[src/rtl/fpll_ktune_pkg.sv]
package fpll_ktune_pkg;
  localparam int AW = 24;
  localparam int DW = 32;

  typedef enum logic [1:0] {
    PLL_SLOW = 2'd0,
    PLL_MED  = 2'd1,
    PLL_FAST = 2'd2
  } pll_sel_e;

  // Register address from lane and PLL strides.
  function automatic logic [AW-1:0] pll_reg_addr(
    input logic [1:0]    lane,
    input logic [1:0]    pll,
    input logic [AW-1:0] base,
    input logic [AW-1:0] lane_stride,
    input logic [AW-1:0] pll_stride
  );
    return base + lane_stride * AW'(lane) + pll_stride * AW'(pll);
  endfunction

  // Replace the masked bits of a word that was read, keep the rest.
  function automatic logic [DW-1:0] field_merge(
    input logic [DW-1:0] old_word,
    input logic [DW-1:0] new_bits,
    input logic [DW-1:0] mask
  );
    return (old_word & ~mask) | (new_bits & mask);
  endfunction
endpackage

[src/rtl/fpll_req_check.sv]
module fpll_req_check
  import fpll_ktune_pkg::*;
#(
  parameter int             K_W   = 22,
  parameter logic [K_W-1:0] K_MIN = 22'h000400,
  parameter logic [K_W-1:0] K_MAX = 22'h3FFC00
) (
  input  logic [1:0]     pll,
  input  logic [K_W-1:0] kval,
  output logic           bad_pll,
  output logic           bad_range
);
  assign bad_pll   = (pll > PLL_FAST);
  assign bad_range = (kval < K_MIN) || (kval > K_MAX);
endmodule

[src/rtl/fpll_addr_gen.sv]
module fpll_addr_gen
  import fpll_ktune_pkg::*;
#(
  parameter logic [AW-1:0] BASE        = 24'h094000,
  parameter logic [AW-1:0] LANE_STRIDE = 24'h100000,
  parameter logic [AW-1:0] PLL_STRIDE  = 24'h000100,
  parameter logic [AW-1:0] STB_OFS     = 24'h00000C
) (
  input  logic [1:0]    lane,
  input  logic [1:0]    pll,
  output logic [AW-1:0] k_addr,
  output logic [AW-1:0] s_addr
);
  assign k_addr = pll_reg_addr(lane, pll, BASE, LANE_STRIDE, PLL_STRIDE);
  assign s_addr = k_addr + STB_OFS;
endmodule

[src/rtl/fpll_rmw_port.sv]
module fpll_rmw_port
  import fpll_ktune_pkg::*;
(
  input  logic          clk,
  input  logic          rst,
  input  logic          start,
  input  logic [AW-1:0] addr_in,
  input  logic [DW-1:0] mask_in,
  input  logic [DW-1:0] val_in,
  output logic [AW-1:0] bus_addr,
  output logic          bus_read,
  output logic          bus_write,
  output logic [DW-1:0] bus_wdata,
  input  logic [DW-1:0] bus_rdata,
  input  logic          bus_rdvalid,
  input  logic          bus_waitreq,
  output logic          op_done
);
  typedef enum logic [1:0] {P_IDLE, P_RD, P_WAIT, P_WR} pst_e;

  pst_e          st;
  logic [AW-1:0] addr_q;
  logic [DW-1:0] mask_q, val_q, wdata_q;
  logic          rd_accept, data_take, wr_accept;

  assign rd_accept = (st == P_RD)   && !bus_waitreq;
  assign data_take = (st == P_WAIT) && bus_rdvalid;
  assign wr_accept = (st == P_WR)   && !bus_waitreq;

  always_ff @(posedge clk) begin
    if (rst) begin
      st      <= P_IDLE;
      addr_q  <= '0;
      mask_q  <= '0;
      val_q   <= '0;
      wdata_q <= '0;
    end else begin
      unique case (st)
        P_IDLE: if (start) begin
          addr_q <= addr_in;
          mask_q <= mask_in;
          val_q  <= val_in;
          st     <= P_RD;
        end
        P_RD:   if (rd_accept) st <= P_WAIT;
        P_WAIT: if (data_take) begin
          wdata_q <= field_merge(bus_rdata, val_q, mask_q);
          st      <= P_WR;
        end
        P_WR:   if (wr_accept) st <= P_IDLE;
        default: st <= P_IDLE;
      endcase
    end
  end

  assign bus_addr  = addr_q;
  assign bus_read  = (st == P_RD);
  assign bus_write = (st == P_WR);
  assign bus_wdata = wdata_q;
  assign op_done   = wr_accept;

  // a stalled request keeps every request signal unchanged
  a_r4_hold_stable: assert property (@(posedge clk) disable iff (rst)
    (bus_read || bus_write) && bus_waitreq |=>
      $stable(bus_addr) && $stable(bus_wdata) &&
      (bus_read == $past(bus_read)) && (bus_write == $past(bus_write)));

  // never read and write in the same cycle
  a_r4_one_cmd: assert property (@(posedge clk) disable iff (rst)
    !(bus_read && bus_write));

  // bits outside the mask come from the read data
  a_r2_keep_bits: assert property (@(posedge clk) disable iff (rst)
    data_take |=> ((bus_wdata & ~mask_q) == ($past(bus_rdata) & ~mask_q)));
endmodule

[src/rtl/fpll_ktune_seq.sv]
module fpll_ktune_seq
  import fpll_ktune_pkg::*;
#(
  parameter int             K_W         = 22,
  parameter int             K_LSB       = 9,
  parameter int             STB_BIT     = 17,
  parameter logic [K_W-1:0] K_MIN       = 22'h000400,
  parameter logic [K_W-1:0] K_MAX       = 22'h3FFC00,
  parameter logic [AW-1:0]  BASE        = 24'h094000,
  parameter logic [AW-1:0]  LANE_STRIDE = 24'h100000,
  parameter logic [AW-1:0]  PLL_STRIDE  = 24'h000100,
  parameter logic [AW-1:0]  STB_OFS     = 24'h00000C
) (
  input  logic           clk,
  input  logic           rst,
  input  logic           req_valid,
  input  logic [1:0]     req_lane,
  input  logic [1:0]     req_pll,
  input  logic [K_W-1:0] req_kval,
  output logic           busy,
  output logic           done,
  output logic           err,
  output logic [AW-1:0]  bus_addr,
  output logic           bus_read,
  output logic           bus_write,
  output logic [DW-1:0]  bus_wdata,
  input  logic [DW-1:0]  bus_rdata,
  input  logic           bus_rdvalid,
  input  logic           bus_waitreq
);
  localparam logic [DW-1:0] K_MASK   = {{(DW-K_W){1'b0}}, {K_W{1'b1}}} << K_LSB;
  localparam logic [DW-1:0] STB_MASK = DW'(1) << STB_BIT;
  localparam logic [1:0]    LAST_STEP = 2'd3;

  logic           busy_q, done_q, err_q, launch_q;
  logic [1:0]     step_q, lane_q, pll_q;
  logic [K_W-1:0] k_q;
  logic           bad_pll, bad_range, op_done;
  logic [AW-1:0]  k_addr, s_addr, op_addr;
  logic [DW-1:0]  op_mask, op_val;

  fpll_req_check #(.K_W(K_W), .K_MIN(K_MIN), .K_MAX(K_MAX)) u_check (
    .pll(req_pll), .kval(req_kval), .bad_pll(bad_pll), .bad_range(bad_range));

  fpll_addr_gen #(.BASE(BASE), .LANE_STRIDE(LANE_STRIDE),
                  .PLL_STRIDE(PLL_STRIDE), .STB_OFS(STB_OFS)) u_addr (
    .lane(lane_q), .pll(pll_q), .k_addr(k_addr), .s_addr(s_addr));

  // Step 0 writes the field; steps 1..3 drive the strobe 0, 1, 0.
  always_comb begin
    if (step_q == 2'd0) begin
      op_addr = k_addr;
      op_mask = K_MASK;
      op_val  = DW'(k_q) << K_LSB;
    end else begin
      op_addr = s_addr;
      op_mask = STB_MASK;
      op_val  = (step_q == 2'd2) ? STB_MASK : '0;
    end
  end

  always_ff @(posedge clk) begin
    if (rst) begin
      busy_q   <= 1'b0;
      done_q   <= 1'b0;
      err_q    <= 1'b0;
      launch_q <= 1'b0;
      step_q   <= '0;
      lane_q   <= '0;
      pll_q    <= '0;
      k_q      <= '0;
    end else begin
      done_q   <= 1'b0;
      err_q    <= 1'b0;
      launch_q <= 1'b0;
      if (!busy_q) begin
        if (req_valid) begin
          if (bad_pll || bad_range) begin
            done_q <= 1'b1;
            err_q  <= 1'b1;
          end else begin
            busy_q   <= 1'b1;
            launch_q <= 1'b1;
            step_q   <= '0;
            lane_q   <= req_lane;
            pll_q    <= req_pll;
            k_q      <= req_kval;
          end
        end
      end else if (op_done) begin
        if (step_q == LAST_STEP) begin
          busy_q <= 1'b0;
          done_q <= 1'b1;
        end else begin
          step_q   <= step_q + 2'd1;
          launch_q <= 1'b1;
        end
      end
    end
  end

  fpll_rmw_port u_port (
    .clk(clk), .rst(rst), .start(launch_q),
    .addr_in(op_addr), .mask_in(op_mask), .val_in(op_val),
    .bus_addr(bus_addr), .bus_read(bus_read), .bus_write(bus_write),
    .bus_wdata(bus_wdata), .bus_rdata(bus_rdata),
    .bus_rdvalid(bus_rdvalid), .bus_waitreq(bus_waitreq),
    .op_done(op_done));

  assign busy = busy_q;
  assign done = done_q;
  assign err  = err_q;

  // bus activity only inside an update
  a_r7_bus_in_busy: assert property (@(posedge clk) disable iff (rst)
    (bus_read || bus_write) |-> busy);

  // done is a single-cycle pulse
  a_r8_done_pulse: assert property (@(posedge clk) disable iff (rst)
    done |=> !done);

  // busy falls only together with a clean done
  a_r8_busy_fall: assert property (@(posedge clk) disable iff (rst)
    $fell(busy) |-> done && !err);

  // a rejection leaves the bus quiet
  a_r5_reject_quiet: assert property (@(posedge clk) disable iff (rst)
    (done && err) |-> !busy && !bus_read && !bus_write);

  // strobe writes carry 0, 1, 0 in steps 1, 2, 3
  a_r3_strobe_high: assert property (@(posedge clk) disable iff (rst)
    (bus_write && step_q == 2'd2) |-> bus_wdata[STB_BIT]);
  a_r3_strobe_low: assert property (@(posedge clk) disable iff (rst)
    (bus_write && (step_q == 2'd1 || step_q == 2'd3)) |-> !bus_wdata[STB_BIT]);

  // reset leaves the block idle
  a_r9_reset_idle: assert property (@(posedge clk)
    rst |=> !busy && !done && !bus_read && !bus_write);
endmodule

[config.mk]
export PLATFORM = sky130hd
export DESIGN_NAME = fpll_ktune_seq
export DESIGN_NICKNAME = d
export VERILOG_FILES = /design/src/rtl/fpll_ktune_pkg.sv /design/src/rtl/fpll_req_check.sv /design/src/rtl/fpll_addr_gen.sv /design/src/rtl/fpll_rmw_port.sv /design/src/rtl/fpll_ktune_seq.sv
export SDC_FILE = /design/constraint.sdc
export NUM_CORES = 1
export LEC_CHECK = 0
export ABC_CLOCK_PERIOD_IN_PS = 1600
export BUFFER_PORTS_ARGS = -buffer_cell sky130_fd_sc_hd__buf_2
export CAP_MARGIN = 10
export CORE_ASPECT_RATIO = 1.2
export CORE_MARGIN = 1
export CORE_UTILIZATION = 45
export DETAILED_ROUTE_END_ITERATION = 7
export HOLD_SLACK_MARGIN = 0.03
export PLACE_DENSITY_LB_ADDON = 0.12
export RECOVER_POWER = 100
export SETUP_SLACK_MARGIN = 0.15
export SLEW_MARGIN = 20
export SYNTH_ARGS = -nofsm -noshare
export SYNTH_HDL_FRONTEND = slang
export SYNTH_SLANG_ARGS = --single-unit
[constraint.sdc]
create_clock -name clk -period 1.6 [get_ports clk]
set_input_delay 0.08 -clock clk [delete_from_list [all_inputs] [get_ports clk]]
set_output_delay 0.08 -clock clk [all_outputs]
set_load 0.01 [all_outputs]
==> flow_metrics.py, run 1 <==
metrics = {
    "setup_path": {
        "cp_max_fo": 12,
        "r2r_slack_ns": 0.19,
        "cp.required_ns": 1.87,
        "critical_path_arrival_ns": 1.68,
        "cp-end-kind": "register",
        "cp-start-kind": "register",
        "path_class": "register to register",
        "r2r_cells": 5,
    },
    "min_path": {
        "hp-class": "primary input to register",
        "holdPathStages": 3,
    },
    "clock_tree": {
        "clock_latency_ns": 0.36,
        "cts_buffer_depth": 2,
        "cts.sinks": 95,
        "cts_buffers": 9,
        "htreeDepth": 3,
        "cts_tree": "built",
        "root_buffer": "clkbuf_8",
        "path_clk_slew_ns": 0.09,
    },
    "final_layout": {
        "register_area_um2": 1900,
        "nFillCells": 840,
        "n_antenna_cell": 0,
        "final_util": 0.603,
        "multi_input_area_um2": 2080,
        "syn_to_final_growth_pct": 30.2,
        "drive_above_1_share": 0.187,
        "fin_nets": 670,
    },
    "routing": {
        "drtAntennaViolNets": 0,
        "first_iter_violations": 167,
        "vias_per_cell": 4.89,
        "drtPass1Iterations": 6,
        "wl_per_cell_um": 13.7,
        "post-route-drc-count": 0,
        "route.vias.total": 3538,
        "wl_mm": 9.89,
    },
    "floorplanning": {
        "fp.coreArea_um2": 9030,
        "pin_count": 124,
        "dieArea_um2": 9690,
        "rows": 38,
        "die_h_um": 108,
        "die_x_um": 90.0,
        "start_util": 0.463,
    },
    "synth": {
        "ys_types": 32,
        "ys_warn_count": 0,
        "syn-cell-area_um2": 4180,
        "ys_seq_area_frac": 0.455,
        "ys_ff_latch": 95,
        "syn_inst": 464,
        "avgSynthCellArea_um2": 9.02,
        "synth_flop_cell": "dfxtp_1",
        "synthArstFlopShare": 0,
        "synth-edff-count": 0,
    },
    "grt": {
        "grt_pass1_wl_mm": 15.4,
        "track_usage": 0.198,
        "antenna_found_initial": 0,
        "first_global_vias": 3248,
        "grt_overflow": 0,
        "grt_start_max_net_pins": 68,
    },
    "sta": {
        "setup_violations": 0,
        "rsz0062_at_grt": "true",
        "finalWorstPathRequiredPeriod_ns": 1.41,
        "skew_ns": 0.00803,
        "finalCritPeriodShare": 0.883,
        "finalHoldViolCount": 0,
        "slew_viol_final": 0,
        "max_freq_ghz": 0.707,
    },
    "pwr": {
        "peakVddDrop_mv": 0.397,
        "p_per_area_nw_per_um2": 992,
        "cellLeakagePower_uw": 0.00206,
        "finalPower_uw": 5400,
    },
    "place": {
        "finalWeightedCongestion": 0.750,
        "dp_hpwl_mm": 6.49,
        "io_buffers": 108,
    },
    "run_status": {
        "status": "finished clean",
    },
    "flow_run": {
        "maxCapViolCount": 0,
    },
}
==> synth_stat cells, types with 2 or more instances <==
cell / count / area share
nand3b_1: 2 / 0.0036
ha_1: 8 / 0.024
a21oi_1: 39 / 0.047
buf_2: 4 / 0.0048
nor4_2: 2 / 0.0060
buf_4: 19 / 0.034
nand4_1: 3 / 0.0045
nand2b_1: 50 / 0.075
o21ai_0: 3 / 0.0036
a211oi_1: 24 / 0.043
nand2_1: 55 / 0.049
dfxtp_1: 95 / 0.45
or2b_1: 3 / 0.0054
nor4_1: 3 / 0.0045
buf_6: 3 / 0.0081
or3_1: 2 / 0.0030
clkbuf_1: 25 / 0.022
nand3_1: 22 / 0.026
inv_1: 7 / 0.0063
o21ba_1: 2 / 0.0048
o22ai_1: 2 / 0.0030
and2_1: 3 / 0.0045
nor3_1: 3 / 0.0036
nor2_1: 28 / 0.025
mux2i_1: 50 / 0.12
==> cell type report <==
class / instances / area share
inverter: 7 / 0.00482
clock inverter: 4 / 0.00413
clock buffer: 12 / 0.0248
tap: 120 / 0.0276
sequential: 95 / 0.349
multi-input combinational: 324 / 0.381
timing repair buffer: 162 / 0.208
==> worst paths after layout <==
path | startpoint | endpoint
max | u_port.st[0]$_SDFFE_PP0P_ | u_port.bus_wdata[9]$_SDFFE_PP0P_
min | req_kval[9] | k_q[9]$_SDFFE_PP0P_
max reg2reg | u_port.st[0]$_SDFFE_PP0P_ | u_port.bus_wdata[9]$_SDFFE_PP0P_
min reg2reg | u_port.val_q[23]$_SDFFE_PP0P_ | u_port.val_q[23]$_SDFFE_PP0P_
==> state kept, by name, indices dropped and copies added (netlist names) <==
register          cells
done                  1
u_port.bus_wdata     32
u_port.val_q         22
k_q                  22
step_q                2
lane_q                2
err                   1
busy                  1
launch_q              1
u_port.mask_q         1
u_port.st             2
pll_q                 2
u_port.bus_addr       6
==> cells by family after synthesis <==
| group | count (synthesis) | share of synthesized area |
|---|---|---|
| other cells | 1 | 0.000896 |
| fa+ha+maj | 8 | 0.0239 |
| buf+inv | 59 | 0.0766 |
| mux | 50 | 0.120 |
| simple gates | 178 | 0.216 |
| flops | 95 | 0.455 |
| compound gates | 73 | 0.109 |
==> stage by stage <==
stage          setup slack, ns  TNS, ns  instances  instance area, um2  hold slack, ns
2_1_floorplan            0.198        0        478                4240           0.216
3_3_place_gp            0.0229        0        667                4830           0.324
3_5_place_dp           -0.0303  -0.0722        667                4830           0.327
4_1_cts                  0.172        0        716                5320          0.0326
5_1_grt                 0.0852        0        724                5450          0.0429
6_report                 0.186        0        724                5450          0.0354
==> layout by cell type (no fill, tap or decap), types with 2 or more instances in the layout <==
cell type / n
a211oi_1: 23
a21oi_1: 39
and2_4: 2
buf_12: 7
buf_2: 64
buf_4: 7
clkbuf_1: 48
clkbuf_16: 4
clkbuf_8: 9
clkinv_2: 3
conb_1: 15
dfxtp_1: 94
dlygate4sd3_1: 31
dlymetal6s4s_1: 2
ha_1: 5
ha_4: 2
inv_1: 6
mux2i_1: 50
nand2_1: 55
nand2b_1: 50
nand3_1: 22
nand3b_1: 2
nand4_1: 3
nor2_1: 28
nor3_1: 3
nor4_1: 3
nor4_2: 2
o21ai_0: 2
o21ba_1: 2
o22ai_1: 2
or2b_1: 3
or3_1: 2
==> layer usage <==
metal | track usage | wire (um)
met1 | 0.261 | 4670
met2 | 0.316 | 4680
met3 | 0.0318 | 377
met4 | 0.0945 | 157
met5 | 0 | 0
==> where the power goes <==
part	internal, uW	total (uW)	switching, uW
Clock	559	1350	786
Sequential	2570	2700	129
Combinational	643	1360	717
==> worst max-delay path, cell delays in order, from the launching register on <==
cell	delay [ns]
dfxtp_1	0.43
inv_2	0.10
ha_4	0.18
and2_4	0.20
clkbuf_16	0.18
a211oi_1	0.22
==> repair_timing <==
item / in CTS / in global routing
setup buffers: 0 / 3
hold buffers: 33 / 0
gates cloned: 0 / 5
hold endpoints to repair: 33 / 0
endpoints found under the setup margin: 5 / 72
resized for setup: 2 / 19
pin swaps: 0 / 3
Note: power is estimated with default switching activity, not from simulation.
==> inputs of run 2 (changes only) <==
--- a/config.mk
+++ b/config.mk
@@ -5,7 +5,7 @@
 export SDC_FILE = /design/constraint.sdc
 export NUM_CORES = 1
 export LEC_CHECK = 0
-export ABC_CLOCK_PERIOD_IN_PS = 1600
+export ABC_CLOCK_PERIOD_IN_PS = 1200
 export BUFFER_PORTS_ARGS = -buffer_cell sky130_fd_sc_hd__buf_2
 export CAP_MARGIN = 10
 export CORE_ASPECT_RATIO = 1.2
==> constraint.sdc (replaced) <==
create_clock -name clk -period 1.2 [get_ports clk]
set_input_delay 0.06 -clock clk [delete_from_list [all_inputs] [get_ports clk]]
set_output_delay 0.06 -clock clk [all_outputs]
set_load 0.01 [all_outputs]
==> run 2 against run 1 <==
  * The run now ends with setup timing left
  * Worst hold slack gained 0.016 ns
  * Sequential power rose by 36%
  * Critical path depth grew 1
  * Sequential share of layout area is 6.2 points lower
  * Clock power is 96% higher
  * Non-clock buffer count grew 42
  * Global-route usage up 1.4 points
  * Combinational power increased by 110%
  * First-iteration DRC count down 5.4%
  * Total power grew 69%
==> flow_metrics.py, run 2 (same netlist as run 1, synthesis figures left out) <==
metrics = {
    "final_layout": {
        "fin_nets": 713,
        "syn_to_final_growth_pct": 59.2,
        "final_area_um2": 6660,
        "drive_above_1_share": 0.394,
        "largest_reg_flops": 32,
        "final_util": 0.738,
        "n_antenna_cell": 0,
        "final_cell_mix": "90 x dfxtp_1, 62 x buf_2, 50 x mux2i_1",
        "final_common_cell": "dfxtp_1",
    },
    "place": {
        "dpl_cell_area_um2": 5260,
        "finalWeightedCongestion": 0.736,
        "io_buffers": 108,
        "dp_hpwl_mm": 6.62,
    },
    "sta": {
        "slew_viol_final": 0,
        "finalHoldViolCount": 0,
        "finalWorstPathRequiredPeriod_ns": 1.35,
        "skew_ns": 0.00970,
        "finalCritPeriodShare": 1.13,
        "setup_violations": 94,
        "rsz0062_at_grt": "true",
        "fin_ws_ns": -0.154,
        "max_freq_ghz": 0.739,
    },
    "routing": {
        "post-route-drc-count": 0,
        "route.vias.total": 3775,
        "wl_per_cell_um": 15.0,
        "drtAntennaViolNets": 0,
        "vias_per_cell": 4.92,
        "first_iter_violations": 158,
        "drtPass1Iterations": 4,
        "wl_mm": 11.5,
    },
    "clock_tree": {
        "cts.sinks": 95,
        "cts_buffers": 9,
        "cts_buffer_depth": 2,
        "root_buffer": "clkbuf_8",
        "htreeDepth": 3,
        "path_clk_slew_ns": 0.09,
        "clock_latency_ns": 0.37,
        "cts_tree": "built",
    },
    "floorplanning": {
        "start_util": 0.463,
        "pin_count": 124,
        "rows": 38,
        "fp.coreArea_um2": 9030,
        "dieArea_um2": 9690,
        "die_h_um": 108,
        "die_x_um": 90.0,
    },
    "min_path": {
        "hp-class": "primary input to register",
    },
    "setup_path": {
        "critical_path_arrival_ns": 1.64,
        "path_class": "register to register",
        "cp-start-kind": "register",
        "cp-end-kind": "register",
        "critPathSlowestCell": "dfxtp_4",
        "max_stage_delay_ns": 0.38,
        "cp_max_fo": 5,
        "cp.required_ns": 1.49,
        "worstPathCellList": "inv_4 -> ha_4 -> and2_4 -> clkbuf_16 -> nor2_1 -> a211oi_1",
    },
    "grt": {
        "antenna_found_initial": 0,
        "first_global_vias": 3449,
        "grt_start_max_net_pins": 54,
        "grt_pass1_wl_mm": 16.3,
        "track_usage": 0.212,
        "grt_overflow": 0,
    },
    "pwr": {
        "p_per_area_nw_per_um2": 1370,
        "peakVddDrop_mv": 0.992,
        "cellLeakagePower_uw": 0.00255,
    },
    "flow_run": {
        "maxCapViolCount": 0,
    },
    "run_status": {
        "failed_checks": "setup timing",
        "status": "finished with violations",
    },
}
run 2: changes by cell type in the layout (fill, tap and decap cells not counted), moves of 10 or more:
| cell | change |
|---|---|
| buf_4 | +27 |
| a21oi_1 | -23 |
| a21oi_2 | +23 |
| nor2_1 | -17 |
| a211oi_1 | -16 |
| a211oi_2 | +16 |
| nand3_1 | -15 |
| nand3_2 | +14 |
| buf_6 | +10 |
| nand2_1 | -10 |
run 2: per-stage QoR:
| step | cells | hold slack [ns] | setup TNS, ns | power [uW] | setup slack, ns |
|---|---|---|---|---|---|
| 2_1_floorplan | 478 | 0.200 | -0.294 | 4960 | -0.0114 |
| 3_3_place_gp | 695 | 0.312 | -8.38 | 5520 | -0.272 |
| 3_5_place_dp | 695 | 0.314 | -9.57 | 5570 | -0.292 |
| 4_1_cts | 752 | 0.0356 | -4.89 | 8640 | -0.0981 |
| 5_1_grt | 767 | 0.0548 | -12.25 | 9540 | -0.191 |
| 6_report | 767 | 0.0513 | -7.77 | 9120 | -0.154 |
run 2: final cells by class:
type                            instances  area [um2]
Clock buffer                           13         201
Clock inverter                          3        67.6
Fill cell                             670        2370
Inverter                                7        31.3
Multi-Input combinational cell        325        2590
Sequential cell                        95        1920
Tap cell                              120         150
Timing Repair Buffer                  204        1700
run 2: report_power, final:
group | internal, uW | switching [uW]
clock | 1540 | 1110
sequential | 3440 | 231
combinational | 1470 | 1330
run 2: worst paths after layout:
| path | start | to | slack, ns | cells past startpoint |
|---|---|---|---|---|
| worst min register to register | u_port.val_q[25]$_SDFFE_PP0P_ | u_port.val_q[25]$_SDFFE_PP0P_ | 0.46 | 2 |
| worst min-delay path | bus_rdata[24] | u_port.bus_wdata[24]$_SDFFE_PP0P_ | 0.05 | 3 |
| worst max-delay path | u_port.st[0]$_SDFFE_PP0P_ | u_port.bus_wdata[13]$_SDFFE_PP0P_ | -0.15 | 6 |
| worst max register to register | u_port.st[0]$_SDFFE_PP0P_ | u_port.bus_wdata[13]$_SDFFE_PP0P_ | -0.15 | 6 |
run 2: critical path: cells and delay by family (launching register included):
kind / cells / cell delay, ns
AO/OA/AOI/OAI: 1 / 0.15
adder cells (fa/ha/maj): 1 / 0.17
buffers and inverters: 2 / 0.27
flip-flops: 1 / 0.38
AND/OR/NAND/NOR: 2 / 0.29
run 2: routing by layer:
layer	vias to the layer above	track usage	routed length, um
met3	13	0.0388	417
met4	0	0.0864	162
met2	94	0.358	6010
met5	-	0	0
met1	1771	0.266	4890
li1	1897	-	-
run 2: repair_timing:
item | in CTS | in global routing
gates cloned | 4 | 10
endpoints found under the hold margin | 31 | 0
pin swaps | 18 | 29
gates resized for setup | 35 | 79
hold buffers | 30 | 0
setup endpoints to repair | 96 | 96
setup buffers | 7 | 5
